$ cat config.mk
export PLATFORM = sky130hd
export DESIGN_NAME = cfgreg_seq_detect
export DESIGN_NICKNAME = d
export VERILOG_FILES = /design/src/rtl/cfgseq_pkg.sv /design/src/rtl/cfgseq_fsm.sv /design/src/rtl/cfgseq_regfile.sv /design/src/rtl/cfgreg_seq_detect.sv
export SDC_FILE = /design/constraint.sdc
export NUM_CORES = 1
export LEC_CHECK = 0
export BUFFER_PORTS_ARGS = -buffer_cell sky130_fd_sc_hd__buf_2
export CAP_MARGIN = 15
export CORE_ASPECT_RATIO = 0.6
export CORE_MARGIN = 2
export CORE_UTILIZATION = 30
export DETAILED_ROUTE_END_ITERATION = 6
export GPL_ROUTABILITY_DRIVEN = 0
export GPL_TIMING_DRIVEN = 0
export PLACE_DENSITY = 0.67
export REMOVE_ABC_BUFFERS = 1
export SYNTH_ARGS = -nofsm -noshare
export SYNTH_HDL_FRONTEND = slang
export SYNTH_HIERARCHICAL = 1
export SYNTH_SLANG_ARGS = --single-unit
$ cat constraint.sdc
create_clock -name clk -period 2.65 [get_ports clk]
set_input_delay 0.3975 -clock clk [delete_from_list [all_inputs] [get_ports clk]]
set_output_delay 0.3975 -clock clk [all_outputs]
set_load 0.02 [all_outputs]
$ cat src/rtl/cfgseq_pkg.sv
package cfgseq_pkg;

    typedef enum logic [2:0] {
        SQ_IDLE = 3'd0,
        SQ_RD1  = 3'd1,
        SQ_RD2  = 3'd2,
        SQ_ZW   = 3'd3,
        SQ_HOLD = 3'd4
    } seq_state_e;

    typedef struct packed {
        seq_state_e st;
    } fsm_regs_t;

endpackage

$ cat src/rtl/cfgseq_fsm.sv
module cfgseq_fsm
    import cfgseq_pkg::*;
#(
    parameter int ADDR_W = 19,
    parameter int DATA_W = 16
) (
    input  logic              clk,
    input  logic              rst_n,
    input  logic              acc_valid,
    input  logic [ADDR_W-1:0] acc_addr,
    input  logic              acc_write,
    input  logic [DATA_W-1:0] acc_wdata,
    output logic              do_load,
    output logic              do_read,
    output logic              blk
);
    localparam logic [ADDR_W-1:0] TOP_ADDR = {ADDR_W{1'b1}};

    fsm_regs_t r_q, r_d;
    logic is_top, is_zero;

    always_comb begin
        is_top  = (acc_addr == TOP_ADDR);
        is_zero = (acc_wdata == '0);
        r_d     = r_q;
        do_load = 1'b0;
        do_read = 1'b0;
        blk     = 1'b0;
        if (acc_valid) begin
            if (!is_top) begin
                if (!acc_write || r_q.st != SQ_HOLD)
                    r_d.st = SQ_IDLE;
            end else begin
                unique case (r_q.st)
                    SQ_IDLE: r_d.st = acc_write ? SQ_IDLE : SQ_RD1;
                    SQ_RD1:  r_d.st = acc_write ? SQ_IDLE : SQ_RD2;
                    SQ_RD2: begin
                        if (!acc_write) begin
                            r_d.st = SQ_HOLD;
                        end else if (is_zero) begin
                            r_d.st = SQ_ZW;
                            blk    = 1'b1;
                        end else begin
                            r_d.st = SQ_IDLE;
                        end
                    end
                    SQ_ZW: begin
                        r_d.st  = SQ_IDLE;
                        do_load = acc_write;
                        do_read = !acc_write;
                        blk     = acc_write;
                    end
                    SQ_HOLD: r_d.st = SQ_HOLD;
                    default: r_d.st = SQ_IDLE;
                endcase
            end
        end
    end

    always_ff @(posedge clk) begin
        if (!rst_n) r_q.st <= SQ_IDLE;
        else        r_q    <= r_d;
    end
endmodule

$ cat src/rtl/cfgseq_regfile.sv
module cfgseq_regfile #(
    parameter int                DATA_W    = 16,
    parameter int                RSVD_BIT  = 3,
    parameter int                SLEEP_BIT = 4,
    parameter int                TOP_FIELD = 7,
    parameter logic [DATA_W-1:0] CFG_INIT  = 16'h0010
) (
    input  logic              clk,
    input  logic              rst_n,
    input  logic              do_load,
    input  logic [DATA_W-1:0] load_val,
    output logic [DATA_W-1:0] cfg_q_o,
    output logic              pulse_o
);
    typedef struct packed {
        logic [DATA_W-1:0] cfg;
        logic              pulse;
    } reg_t;

    reg_t r_q, r_d;
    logic [DATA_W-1:0] keep;
    logic [DATA_W-1:0] masked;

    for (genvar i = 0; i < DATA_W; i++) begin : g_keep
        assign keep[i] = (i <= TOP_FIELD) && (i != RSVD_BIT);
    end

    always_comb begin
        r_d       = r_q;
        r_d.pulse = do_load;
        masked    = load_val & keep;
        if (do_load) begin
            r_d.cfg            = masked;
            r_d.cfg[SLEEP_BIT] = masked[SLEEP_BIT] | r_q.cfg[SLEEP_BIT];
        end
    end

    always_ff @(posedge clk) begin
        if (!rst_n) begin
            r_q.cfg   <= CFG_INIT;
            r_q.pulse <= 1'b0;
        end else begin
            r_q <= r_d;
        end
    end

    assign cfg_q_o = r_q.cfg;
    assign pulse_o = r_q.pulse;
endmodule

$ cat src/rtl/cfgreg_seq_detect.sv
module cfgreg_seq_detect #(
    parameter int ADDR_W = 19,
    parameter int DATA_W = 16
) (
    input  logic              clk,
    input  logic              rst_n,
    input  logic              acc_valid,
    input  logic [ADDR_W-1:0] acc_addr,
    input  logic              acc_write,
    input  logic [DATA_W-1:0] acc_wdata,
    output logic [DATA_W-1:0] cfg_value,
    output logic              rd_override,
    output logic [DATA_W-1:0] rd_data,
    output logic              wr_block,
    output logic              sw_load
);
    logic do_load, do_read, blk;

    cfgseq_fsm #(.ADDR_W(ADDR_W), .DATA_W(DATA_W)) u_fsm (
        .clk(clk), .rst_n(rst_n), .acc_valid(acc_valid), .acc_addr(acc_addr),
        .acc_write(acc_write), .acc_wdata(acc_wdata),
        .do_load(do_load), .do_read(do_read), .blk(blk)
    );

    cfgseq_regfile #(.DATA_W(DATA_W)) u_reg (
        .clk(clk), .rst_n(rst_n), .do_load(do_load), .load_val(acc_wdata),
        .cfg_q_o(cfg_value), .pulse_o(sw_load)
    );

    assign rd_override = do_read;
    assign rd_data     = do_read ? cfg_value : '0;
    assign wr_block    = blk;
endmodule

## Word level (Yosys, flattened, before mapping)

Index checks and enable logic that the tools add are counted.
Widths: inputs -> output; s select.

| word-level totals | value |
|---|---|
| logic and storage cells | 35 |
| bits in registers | 11 |
| output and inout port bits | 35 |
| input bits | 39 |

| cells by class | value |
|---|---|
| bitwise gates (word level) | 1 |
| mux-type cells | 19 |
| equality and inequality tests | 6 |
| reductions and logical operators | 6 |

Operators by type and width:

| kind | number |
|---|---|
| $eq 19x19->1 const B | 1 |
| $logic_not 16->1 | 1 |
| $pmux 3 s4 | 1 |
| $mux 1 | 11 |
| $mux 3 | 3 |
| $mux 8 | 1 |
| $eq 3x2->1 const B | 2 |
| $mux 2 | 2 |
| $eq 3x1->1 const B | 1 |
| $eq 3x3->1 const B | 1 |
| $logic_not 3->1 | 1 |
| $ne 3x3->1 const B | 1 |
| $pmux 1 s2 | 1 |
| $reduce_and 2->1 | 1 |
| $reduce_bool 2->1 | 1 |
| $logic_not 1->1 | 1 |
| $logic_or 1x1->1 | 1 |
| $or 1x1->1 | 1 |

## Logic depth before layout (Yosys ltp)

Gate-level depths: netlist of the first run.

| depth | value |
|---|---|
| word-level depth | 6 |
| gate-level depth with buffers | 7 |
| mapped depth without buffers | 6 |

## Modules after synthesis

Netlist of the first run, hierarchy kept.

By module, submodules not included:

| module | instances | sequential area each (um2) | cells an instance | area an instance (um2) |
|---|---|---|---|---|
| cfgseq_regfile | 1 | 160.2 | 34 | 359.1 |
| cfgseq_fsm | 1 | 60.1 | 44 | 319.1 |
| cfgreg_seq_detect | 1 | 0.0 | 17 | 126.4 |

## Worst setup path before layout of the first run

OpenSTA, ideal clock, no wires.

| timing path | value |
|---|---|
| path kind | input to output |
| start | in acc_valid |
| end | out rd_data[4] |
| required time | 2.253 ns |
| path slack | 0.168 ns |
| path buffers | 1 |
| arrival time | 2.084 ns |
| cell stages on the path | 6 |
| cells stage by stage | nand4_1 nor3_1 nand2_1 nor3_1 buf_6 and2_2 |

| between the ends | value |
|---|---|
| word-level cells in the longest chain between the ends | 2 |

Ends and longest elaborated chain:

| what | RTL line | text |
|---|---|---|
| start, declared | cfgreg_seq_detect.sv:7 | `input logic acc_valid,` |
| $mux 1 | cfgseq_fsm.sv:29 | `if (acc_valid) begin` |
| net rd_override | cfgreg_seq_detect.sv:12 | `output logic rd_override,` |
| $mux 8 | cfgreg_seq_detect.sv:31 | `assign rd_data = do_read ? cfg_value : '0;` |
| end, declared | cfgreg_seq_detect.sv:13 | `output logic [DATA_W-1:0] rd_data,` |

The timed path passes the listed nets, and every way through them passes these cells.

## Worst setup path after layout of the first run

| timing path | value |
|---|---|
| start | in acc_valid |
| end | out rd_data[2] |

| between the ends | value |
|---|---|
| word-level cells in the longest chain between the ends | 2 |

Ends and longest elaborated chain:

| what | RTL line |
|---|---|
| $mux 1 | cfgseq_fsm.sv:29 |
| $mux 8 | cfgreg_seq_detect.sv:31 |

Every way passes these cells.

==> summary.md, run 1 <==
| Metric | Value |
|---|---|
| Clock network fraction of design power | `0.428` |
| Flop-to-flop setup slack | `around 0.85 ns` |
| # port buffers | `55` |
| Switch share | `0.2307` |
| Antenna diode count | `0` |
| DRT iter0 DRCs | `19` |
| Crit Path Category | `in2out` |
| Endpoints failing setup | `0` |
| Worst-path maximum fanout | `17` |
| CP Cell Sequence | `buf_2, nand4_1, nor3_1, nand2_1, nor3_4, and2_2, buf_2` |
| Pre-CTS setup slack | `-0.4015 ns` |
| FP Rows | `14` |
| Dominant cell type by area after synthesis | `dfxtp_1` |
| All-Layer GR Usage | `0.1331` |
| Syn Area/Cell | `8.469 sq um` |
| Vias in the first global route | `777` |
| Final min period | `2.424 ns` |
| Final antenna-violating net count | `0` |
| Setup TNS Final | `0 ns` |
| Placed Cells | `between 150 and 200` |
| WL final | `2121 um` |
| Clock skew | `0.0002469 ns` |
| Post-synth EDFFs | `0` |
| Worst Hold Slack | `0.4104 ns` |
| Clock root cell | `clkbuf_8` |
| Clk Latency, worst-skew pair | `0.23 ns` |
| Vias per cell | `4.593` |
| Net Switching | `~88 uW` |
| Slew headroom | `0.4778` |
| Slew Limit Fails | `0` |
| Largest net degree at the start of global routing | `18` |
| Critical Path End Type | `output port` |
| Design area | `around 1100 sq um` |
| Commonest cells in the netlist | `and2_2 (13), dfxtp_1 (11), buf_4 (9)` |
| Sequential area share after synthesis | `0.2737` |
| Register bit total from synthesis | `11` |
| Count leader, synth | `and2_2` |
| Core ar. | `between 2000 and 3000 sq um` |
| Max cap viols | `0` |
| Status | `complete, no violations` |
| Hold-fix buffers, CTS | `0` |
| Initial antenna violation count | `0` |
| CP dominant cell by count | `buf_2` |
| Synth warn | `6` |
| Fin cells | `182` |
| Crit path capture | `rd_data[2]` |
| Worst VDD drop | `around 0.00023 V` |
| Die width | `70.86 um` |
| Mapped cell area | `around 800 sq um` |
| Fin worst setup slack | `roughly 0.23 ns` |
| Placed wire-length estimate | `1771 um` |
| CP max stage delay | `0.48 ns` |
| Worst Setup SP | `acc_valid` |
| Vias | `836` |
| First-pass GRT wire length | `3339 um` |
| Layout cells sized above 1 | `0.5000` |
| Post-DP Area | `~1000 sq um` |
| Syn-to-layout area delta | `37.33%` |
| Nets | `190` |
| DRC | `0` |
| Total CTS buffers | `3` |
| Count of cell types in the netlist | `26` |
| Share of the synthesized area in the top cell type | `0.2737` |
| Ys async rst share | `0` |
| WL per Instance | `11.65 um` |
| Fmax | `between 400 and 500 MHz` |
| Ranking of synthesized cells by area | `dfxtp_1 (27%), and2_2 (12%), mux2i_1 (8.7%)` |
| Hold Fails Final Rpt | `0` |
| Critical path's top delay family | `simple AND/OR/NAND/NOR gates` |
| Die height | `around 44 um` |
| Critical path depth | `7` |
| Sequential share of power | `0.433` |
| I/O pin total | `74` |
| Logic pwr share | `0.140` |
| Buffers plus inverters on the worst setup path | `2` |
| Detailed Routing Iterations Pass 1 | `4` |
| Top FF cell, synth | `dfxtp_1` |
| CTS tree | `yes` |
| Die area | `between 3000 and 4000 sq um` |
| P_int | `295.0 uW` |
| P_leak | `0.0005209 uW` |
| Period Utilization, post-route | `0.9146` |
| Grt total ovfl | `0` |
| Worst Path Required | `2.25 ns` |
| CTS clk-pin slew, worst paths | `0.05 ns` |
| R2r endpoint | `u_reg/cfg_q_o[1]` |
| RSZ-0062 raised after global routing | `false` |
| R2r startpoint | `u_fsm/r_q[1]` |
| Clk sinks | `11` |
| Power Dens Cells | `347.0 nW/um^2` |
| Crit path DAT | `2.03 ns` |
| Starting density of the core | `0.3189` |
| Worst-Margin Slew | `0.7804 ns` |
| R2R depth | `5` |
| Clock buffer depth | `2` |
| Hold Crit Class | `in2reg` |
| Synth Instances | `95` |
| H-tree depth | `1` |
| Critical Path Start Type | `input pin` |
| Slowest stage cell, crit path | `nor3_4` |
==> power groups by stage <==
stage	sequential, uW	combinational, uW	clock [uW]
after global placement	169	51.2	0
after floorplan	169	19.4	0
after CTS	166	52.4	172
final	166	53.6	164
after global routing	165	58.8	184
after detailed placement	169	52.1	0
==> area by class of cell <==
cell class                      count  area, sq um
Timing Repair Buffer               55        275.3
Fill cell                         268         1418
Inverter                            2        7.507
Multi-Input combinational cell     78        516.7
Clock buffer                        4        45.04
Sequential cell                    11        220.2
Tap cell                           32        40.04
==> layout by cell type, fill, tap and decap left out, types with 4 or more instances in the layout <==
cell | Yosys | layout
buf_2 | 0 | 55
and2_2 | 13 | 13
dfxtp_1 | 11 | 11
conb_1 | 1 | 9
mux2i_1 | 7 | 7
nand4_1 | 6 | 6
nor2b_1 | 6 | 6
nor2_1 | 5 | 5
nand2_1 | 5 | 5
and2_1 | 4 | 4
nor4_1 | 4 | 4
==> worst min-delay path: stages <==
cell and delay (ns):
buf_2 0.09, nand2_1 0.05, nand3b_1 0.07
==> state kept, by name (all words and copies together) (netlist names) <==
signal and flops:
u_fsm/r_q 3, u_reg/cfg_q_o 7, u_reg/pulse_o 1
==> cells by family after synthesis <==
logic type / after synthesis / share of synthesized area
multiplexers: 8 / 0.1011
AO/OA/AOI/OAI: 6 / 0.05754
flip-flops: 11 / 0.2737
other: 1 / 0.004661
adder cells (fa/ha/maj): 1 / 0.01244
buffers and inverters: 14 / 0.1353
AND/OR/NAND/NOR: 54 / 0.4153
==> per-stage QoR <==
step / util / total power [uW]
final: 0.4380 / 383.4
after global routing: 0.4380 / 407.8
after CTS: 0.4355 / 390.0
after detailed placement: 0.4157 / 221.1
after global placement: 0.4157 / 220.2
after floorplan: - / 188.4
==> routing by layer <==
metal,GRT usage,part of all wire,vias up
met1,0.1678,0.44,388
met2,0.2224,0.50,23
li1,-,-,425
met3,0.05011,0.058,0
met4,0.02642,0,0
met5,0,0,-
==> worst min-delay path by stage <==
stage / end / start / cells after the start / slack (ns)
detailed placement: u_reg/cfg_q_o[4] / u_reg/cfg_q_o[4] / 1 / 0.45
finish: u_reg/cfg_q_o[4] / acc_wdata[4] / 3 / 0.41
floorplan: u_reg/cfg_q_o[4] / rst_n / 1 / 0.48
CTS: u_reg/cfg_q_o[4] / acc_wdata[4] / 3 / 0.40
global route: u_reg/cfg_q_o[4] / acc_wdata[4] / 3 / 0.42
global placement: u_reg/cfg_q_o[4] / u_reg/cfg_q_o[4] / 1 / 0.45
==> what timing repair did <==
| item | in CTS | in global routing |
|---|---|---|
| resized for setup | 1 | 1 |
| buffers inserted | 0 | 0 |
| pin swaps | 0 | 0 |
| endpoints found under the setup margin | 8 | 8 |
No activity file was read; power rests on OpenSTA's default activity.
==> run 2: changes to the inputs <==
--- a/config.mk
+++ b/config.mk
@@ -5,6 +5,7 @@
 export SDC_FILE = /design/constraint.sdc
 export NUM_CORES = 1
 export LEC_CHECK = 0
+export ABC_AREA = 1
 export BUFFER_PORTS_ARGS = -buffer_cell sky130_fd_sc_hd__buf_2
 export CAP_MARGIN = 15
 export CORE_ASPECT_RATIO = 0.6
@@ -13,7 +14,6 @@
 export DETAILED_ROUTE_END_ITERATION = 6
 export GPL_ROUTABILITY_DRIVEN = 0
 export GPL_TIMING_DRIVEN = 0
-export PLACE_DENSITY = 0.67
 export REMOVE_ABC_BUFFERS = 1
 export SYNTH_ARGS = -nofsm -noshare
 export SYNTH_HDL_FRONTEND = slang
==> run 2 against run 1 <==
  * Global-route usage fell by 1.8 points
  * Combinational power rose by 59%
  * Die area rose by 19%
  * Clock-buffer cell count did not move
  * Final area rose by 16%
  * First-iteration DRC count rose by 79%
  * Sequential cell count did not move
  * Largest cell class unchanged
  * Largest power group unchanged
==> summary.md, run 2 <==
| Metric | Value |
|---|---|
| Layout cells sized above 1 | `0.3319` |
| Commonest cells in the netlist | `nand2_1 (54), inv_1 (32), nor2_1 (32)` |
| Critical Path Start Type | `input pin` |
| Die height | `48.13 um` |
| Clock root cell | `clkbuf_8` |
| Worst-Margin Slew | `0.8353 ns` |
| CTS tree | `yes` |
| Crit path DAT | `1.90 ns` |
| H-tree depth | `1` |
| Clk sinks | `11` |
| Grt total ovfl | `0` |
| Sequential area share after synthesis | `0.2262` |
| First-pass GRT wire length | `around 3300 um` |
| P_leak | `0.0008381 uW` |
| Antenna diode count | `0` |
| Clock skew | `0.004755 ns` |
| Fmax | `435.7 MHz` |
| Power Dens Cells | `331.0 nW/um^2` |
| I/O pin total | `74` |
| Placed wire-length estimate | `1915 um` |
| Period Utilization, post-route | `0.8661` |
| Ys async rst share | `0` |
| CP Cell Sequence | `buf_2, nand2_1, nor2_1, nand2_1, nor2_1, nand3_2, nor4_4, buf_4, nand2_1, inv_1, buf_2` |
| Vias per cell | `approximately 3.9` |
| DRT iter0 DRCs | `34` |
| Worst VDD drop | `0.0001535 V` |
| Synth warn | `6` |
| CP dominant cell by count | `nand2_1` |
| Mapped cell area | `973.4 sq um` |
| All-Layer GR Usage | `0.1152` |
| Share of the synthesized area in the top cell type | `0.2262` |
| Synth Instances | `174` |
| Hold Fails Final Rpt | `0` |
| Setup TNS Final | `0 ns` |
| Worst Path Required | `2.25 ns` |
| Die area | `between 3000 and 4000 sq um` |
| Final min period | `2.295 ns` |
| Largest net degree at the start of global routing | `15` |
| Endpoints failing setup | `0` |
| Final antenna-violating net count | `0` |
| Slowest stage cell, crit path | `nor4_4` |
| Syn Area/Cell | `between 5 and 6 sq um` |
| Clk Latency, worst-skew pair | `0.24 ns` |
| CTS clk-pin slew, worst paths | `0.05 ns` |
| Critical Path End Type | `output port` |
| Worst Hold Slack | `0.3894 ns` |
| Status | `complete, no violations` |
| Crit Path Category | `in2out` |
| Register bit total from synthesis | `11` |
| Total chip power | `approximately 430 uW` |
| Die width | `77.54 um` |
| DRC | `0` |
| Count leader, synth | `nand2_1` |
| WL per Instance | `8.122 um` |
| Hold Crit Class | `in2reg` |
| Most common cell after layout, fill and taps aside | `buf_2` |
| Slew headroom | `0.4411` |
| Ranking of synthesized cells by area | `dfxtp_1 (23%), nand2_1 (21%), inv_1 (12%)` |
| RSZ-0062 raised after global routing | `false` |
| Count of cell types in the netlist | `22` |
| Nets | `269` |
| Most frequent cells in the layout | `buf_2 (55), nand2_1 (54), inv_1 (32), nor2_1 (32), dfxtp_1 (11)` |
| # port buffers | `55` |
| FP Rows | `15` |
| Max reg flops | `7` |
| Vias | `1060` |
| Design area | `1285 sq um` |
| Post-synth EDFFs | `0` |
| Vias in the first global route | `793` |
| Clock buffer depth | `2` |
| Starting density of the core | `0.3262` |
| Top FF cell, synth | `dfxtp_1` |
| Core ar. | `between 2000 and 3000 sq um` |
| Post-DP Area | `1231 sq um` |
| Initial antenna violation count | `0` |
| Syn-to-layout area delta | `32.00%` |
| Max cap viols | `0` |
| CP max stage delay | `roughly 0.38 ns` |
| Detailed Routing Iterations Pass 1 | `4` |
| Dominant cell type by area after synthesis | `dfxtp_1` |
| Total CTS buffers | `3` |
| WL final | `2201 um` |
| Slew Limit Fails | `0` |
| Worst-path maximum fanout | `10` |
==> run 2: cell families (layout without fill, tap and decap cells) <==
kind of cell / after synthesis / count (layout) / share of synthesized area
flops: 11 / 11 / 0.2262
buf+inv: 50 / 97 / 0.2622
other cells: 1 / 9 / 0.003852
compound gates: 4 / 4 / 0.03855
simple gates: 108 / 108 / 0.4692
==> run 2: final cells by class <==
| class | count | area (sq um) |
|---|---|---|
| clock buffer | 4 | 45.04 |
| fill | 334 | 1699 |
| inverter | 37 | 141.4 |
| multi-input combinational | 121 | 543.0 |
| sequential | 11 | 220.2 |
| tap | 42 | 52.55 |
| timing repair buffer | 56 | 282.8 |
==> run 2: routing by layer <==
metal  wire (um)  vias to the layer above  track usage
met1        1105                      419       0.1486
met2         891                       38       0.1930
met4          13                        0      0.02143
li1            -                      600            -
met3         191                        3      0.04259
met5           0                        -            0
==> run 2: path summary, 6_finish.rpt <==
check | start | slack [ns] | depth (start not counted) | to
worst max-delay path | acc_addr[13] | 0.35 | 11 | rd_data[1]
worst min-delay path | acc_wdata[4] | 0.39 | 3 | u_reg/cfg_q_o[4]
worst max register to register | u_fsm/r_q[2] | 1.04 | 6 | u_reg/cfg_q_o[6]
worst min register to register | u_reg/cfg_q_o[2] | 0.48 | 2 | u_reg/cfg_q_o[2]
==> run 2: critical path: cells and delay by family <==
family | cells | cell delay [ns]
simple gates | 7 | 0.96
buf+inv | 4 | 0.52
==> run 2: metrics by stage <==
step,utilization,instances,setup slack (ns)
global route,0.4306,271,0.1296
CTS,0.4277,271,0.1311
floorplan,-,169,-0.9103
detailed placement,0.4126,267,0.1302
finish,0.4306,271,0.3548
global placement,0.4080,266,-1.187
==> run 2: report_power, final <==
part / internal [uW] / switching [uW] / total [uW]
combinational: 35.0 / 50.2 / 85.2
clock: 106 / 62.2 / 168
sequential: 168 / 3.87 / 172
total: 309 / 116 / 425
==> run 2: what timing repair did <==
action,4_1_cts,5_1_grt
endpoints found under the setup margin,0,5
buffers inserted,0,0
gates resized for setup,0,1
hold buffers,0,0
==> run 3: changes to the inputs <==
--- a/config.mk
+++ b/config.mk
@@ -14,7 +14,6 @@
 export DETAILED_ROUTE_END_ITERATION = 6
 export GPL_ROUTABILITY_DRIVEN = 0
 export GPL_TIMING_DRIVEN = 0
-export REMOVE_ABC_BUFFERS = 1
 export SYNTH_ARGS = -nofsm -noshare
 export SYNTH_HDL_FRONTEND = slang
 export SYNTH_HIERARCHICAL = 1
==> run 3 against run 2 <==
  * Fmax decreased by 2.4%
  * Setup slack lost 0.057 ns
  * Wire length increased by 7.8%
  * Combinational power is 12% higher
  * Clock skew shrank 0.0038 ns
  * Critical endpoint is now rd_data[7]
  * Register-to-register slack improved by 0.27 ns
  * Critical path depth is 1 higher
  * Total power grew 2.8%
  * Sequential power is essentially flat
  * Global-route usage rose by 1.9 points
  * Sequential cell count unchanged
  * Clock power barely moved
==> summary.md, run 3 (synthesized netlist as in run 2, its figures left out) <==
| Metric | Value |
|---|---|
| Initial antenna violation count | `0` |
| Worst Path Required | `2.25 ns` |
| CTS tree | `yes` |
| Clk Latency, worst-skew pair | `0.24 ns` |
| Placed wire-length estimate | `roughly 2000 um` |
| DRC | `0` |
| WL per Instance | `8.382 um` |
| DRT iter0 DRCs | `39` |
| Grt total ovfl | `0` |
| Slew Limit Fails | `0` |
| Final min period | `about 2.4 ns` |
| R2R depth | `6` |
| Period Utilization, post-route | `0.8875` |
| Hold Crit Class | `in2reg` |
| Design area | `approximately 1400 sq um` |
| Crit path DAT | `about 2.0 ns` |
| FP Rows | `15` |
| Detailed Routing Iterations Pass 1 | `4` |
| Syn-to-layout area delta | `41.39%` |
| Worst VDD drop | `between 0.0002 and 0.00025 V` |
| P_leak | `0.0009020 uW` |
| Max reg flops | `7` |
| Vias in the first global route | `933` |
| Clock buffer depth | `2` |
| Endpoints failing setup | `0` |
| Total chip power | `437.3 uW` |
| Fmax | `between 400 and 500 MHz` |
| Die height | `48.13 um` |
| Post-DP Area | `about 1300 sq um` |
| Power Dens Cells | `317.7 nW/um^2` |
| I/O pin total | `74` |
| Hold Fails Final Rpt | `0` |
| All-Layer GR Usage | `0.1339` |
| Most common cell after layout, fill and taps aside | `buf_2` |
| Worst-path maximum fanout | `10` |
| Hold depth | `3` |
| Vias per cell | `a little under 4` |
| Critical Path Start Type | `input pin` |
| First-pass GRT wire length | `3850 um` |
| CTS resizes | `0` |
| Setup TNS Final | `0 ns` |
| Starting density of the core | `0.3262` |
| Vias | `1093` |
| Critical Path End Type | `output port` |
| Crit Path Category | `in2out` |
| H-tree depth | `1` |
| CTS clk-pin slew, worst paths | `0.05 ns` |
| Die width | `roughly 78 um` |
| Die area | `about 3700 sq um` |
| WL final | `2372 um` |
| Layout cells sized above 1 | `0.3568` |
| Clock skew | `0.0009417 ns` |
| Placed Cells | `279` |
| Final antenna-violating net count | `0` |
| Clock root cell | `clkbuf_8` |
| Nets | `between 200 and 300` |
| Largest net degree at the start of global routing | `11` |
| Antenna diode count | `0` |
| Core ar. | `approximately 3000 sq um` |
| Most frequent cells in the layout | `buf_2 (55), nand2_1 (54), inv_1 (32), nor2_1 (32), dfxtp_1 (11)` |
| Number of setup buffers added after CTS | `0` |
| Hold-fix buffers, CTS | `0` |
| Fin cells | `283` |
| RSZ-0062 raised after global routing | `false` |
| # port buffers | `55` |
| Clk sinks | `11` |
| Total CTS buffers | `3` |
| Max cap viols | `0` |
| Status | `complete, no violations` |
run 3: cell count changes in the layout (fill, tap and decap cells not counted):
cell	delta
buf_12	+1
buf_4	+8
buf_6	+2
clkbuf_1	+1
nor4_1	+1
nor4_4	-1
run 3: final timing paths:
path	startpoint	to	slack [ns]
worst min register to register	u_reg/cfg_q_o[4]	u_reg/cfg_q_o[4]	0.48
worst min-delay path	acc_wdata[4]	u_reg/cfg_q_o[4]	0.39
worst max-delay path	acc_addr[13]	rd_data[7]	0.30
worst max register to register	u_fsm/r_q[0]	u_reg/cfg_q_o[2]	1.31
run 3: cell type report:
| cell class | instances | area, sq um |
|---|---|---|
| plain buffers | 13 | 113.9 |
| clock buffers | 4 | 45.04 |
| fillers | 315 | 1608 |
| inverters | 37 | 141.4 |
| multi-input cells | 121 | 528.0 |
| flip-flops and latches | 11 | 220.2 |
| well taps | 42 | 52.55 |
| repair buffers | 55 | 275.3 |
run 3: through the flow:
| step | setup WS [ns] | hold WS, ns | util |
|---|---|---|---|
| after floorplan | 0.09870 | 0.5149 | - |
| after global placement | 0.3010 | 0.4666 | 0.4461 |
| after detailed placement | 0.2518 | 0.4717 | 0.4461 |
| after CTS | 0.2540 | 0.3832 | 0.4612 |
| after global routing | 0.09857 | 0.4230 | 0.4612 |
| final | 0.2982 | 0.3855 | 0.4612 |
run 3: report_power, final:
group	switching (uW)	total (uW)	internal, uW
sequential	3.46	172	168
combinational	51.4	95.4	44.0
clock	64.3	170	106
total	119	437	318
run 3: routing by layer:
layer	vias to the layer above	wire length, um	share of wire	GRT usage
met5	-	0	0	0
met4	0	16	0.0067	0.03214
met2	41	990	0.42	0.2243
met1	425	1158	0.49	0.1613
li1	622	-	-	-
met3	5	207	0.087	0.06481
run 3: worst max-delay path, cell delays in order:
cell and delay (ns):
buf_2 0.07, nand2_1 0.04, nor2_1 0.15, nand2_1 0.07
nor2_1 0.11, nand3_2 0.15, nor4_1 0.39, buf_6 0.20
buf_12 0.13, nand2_1 0.05, inv_1 0.04, buf_2 0.15
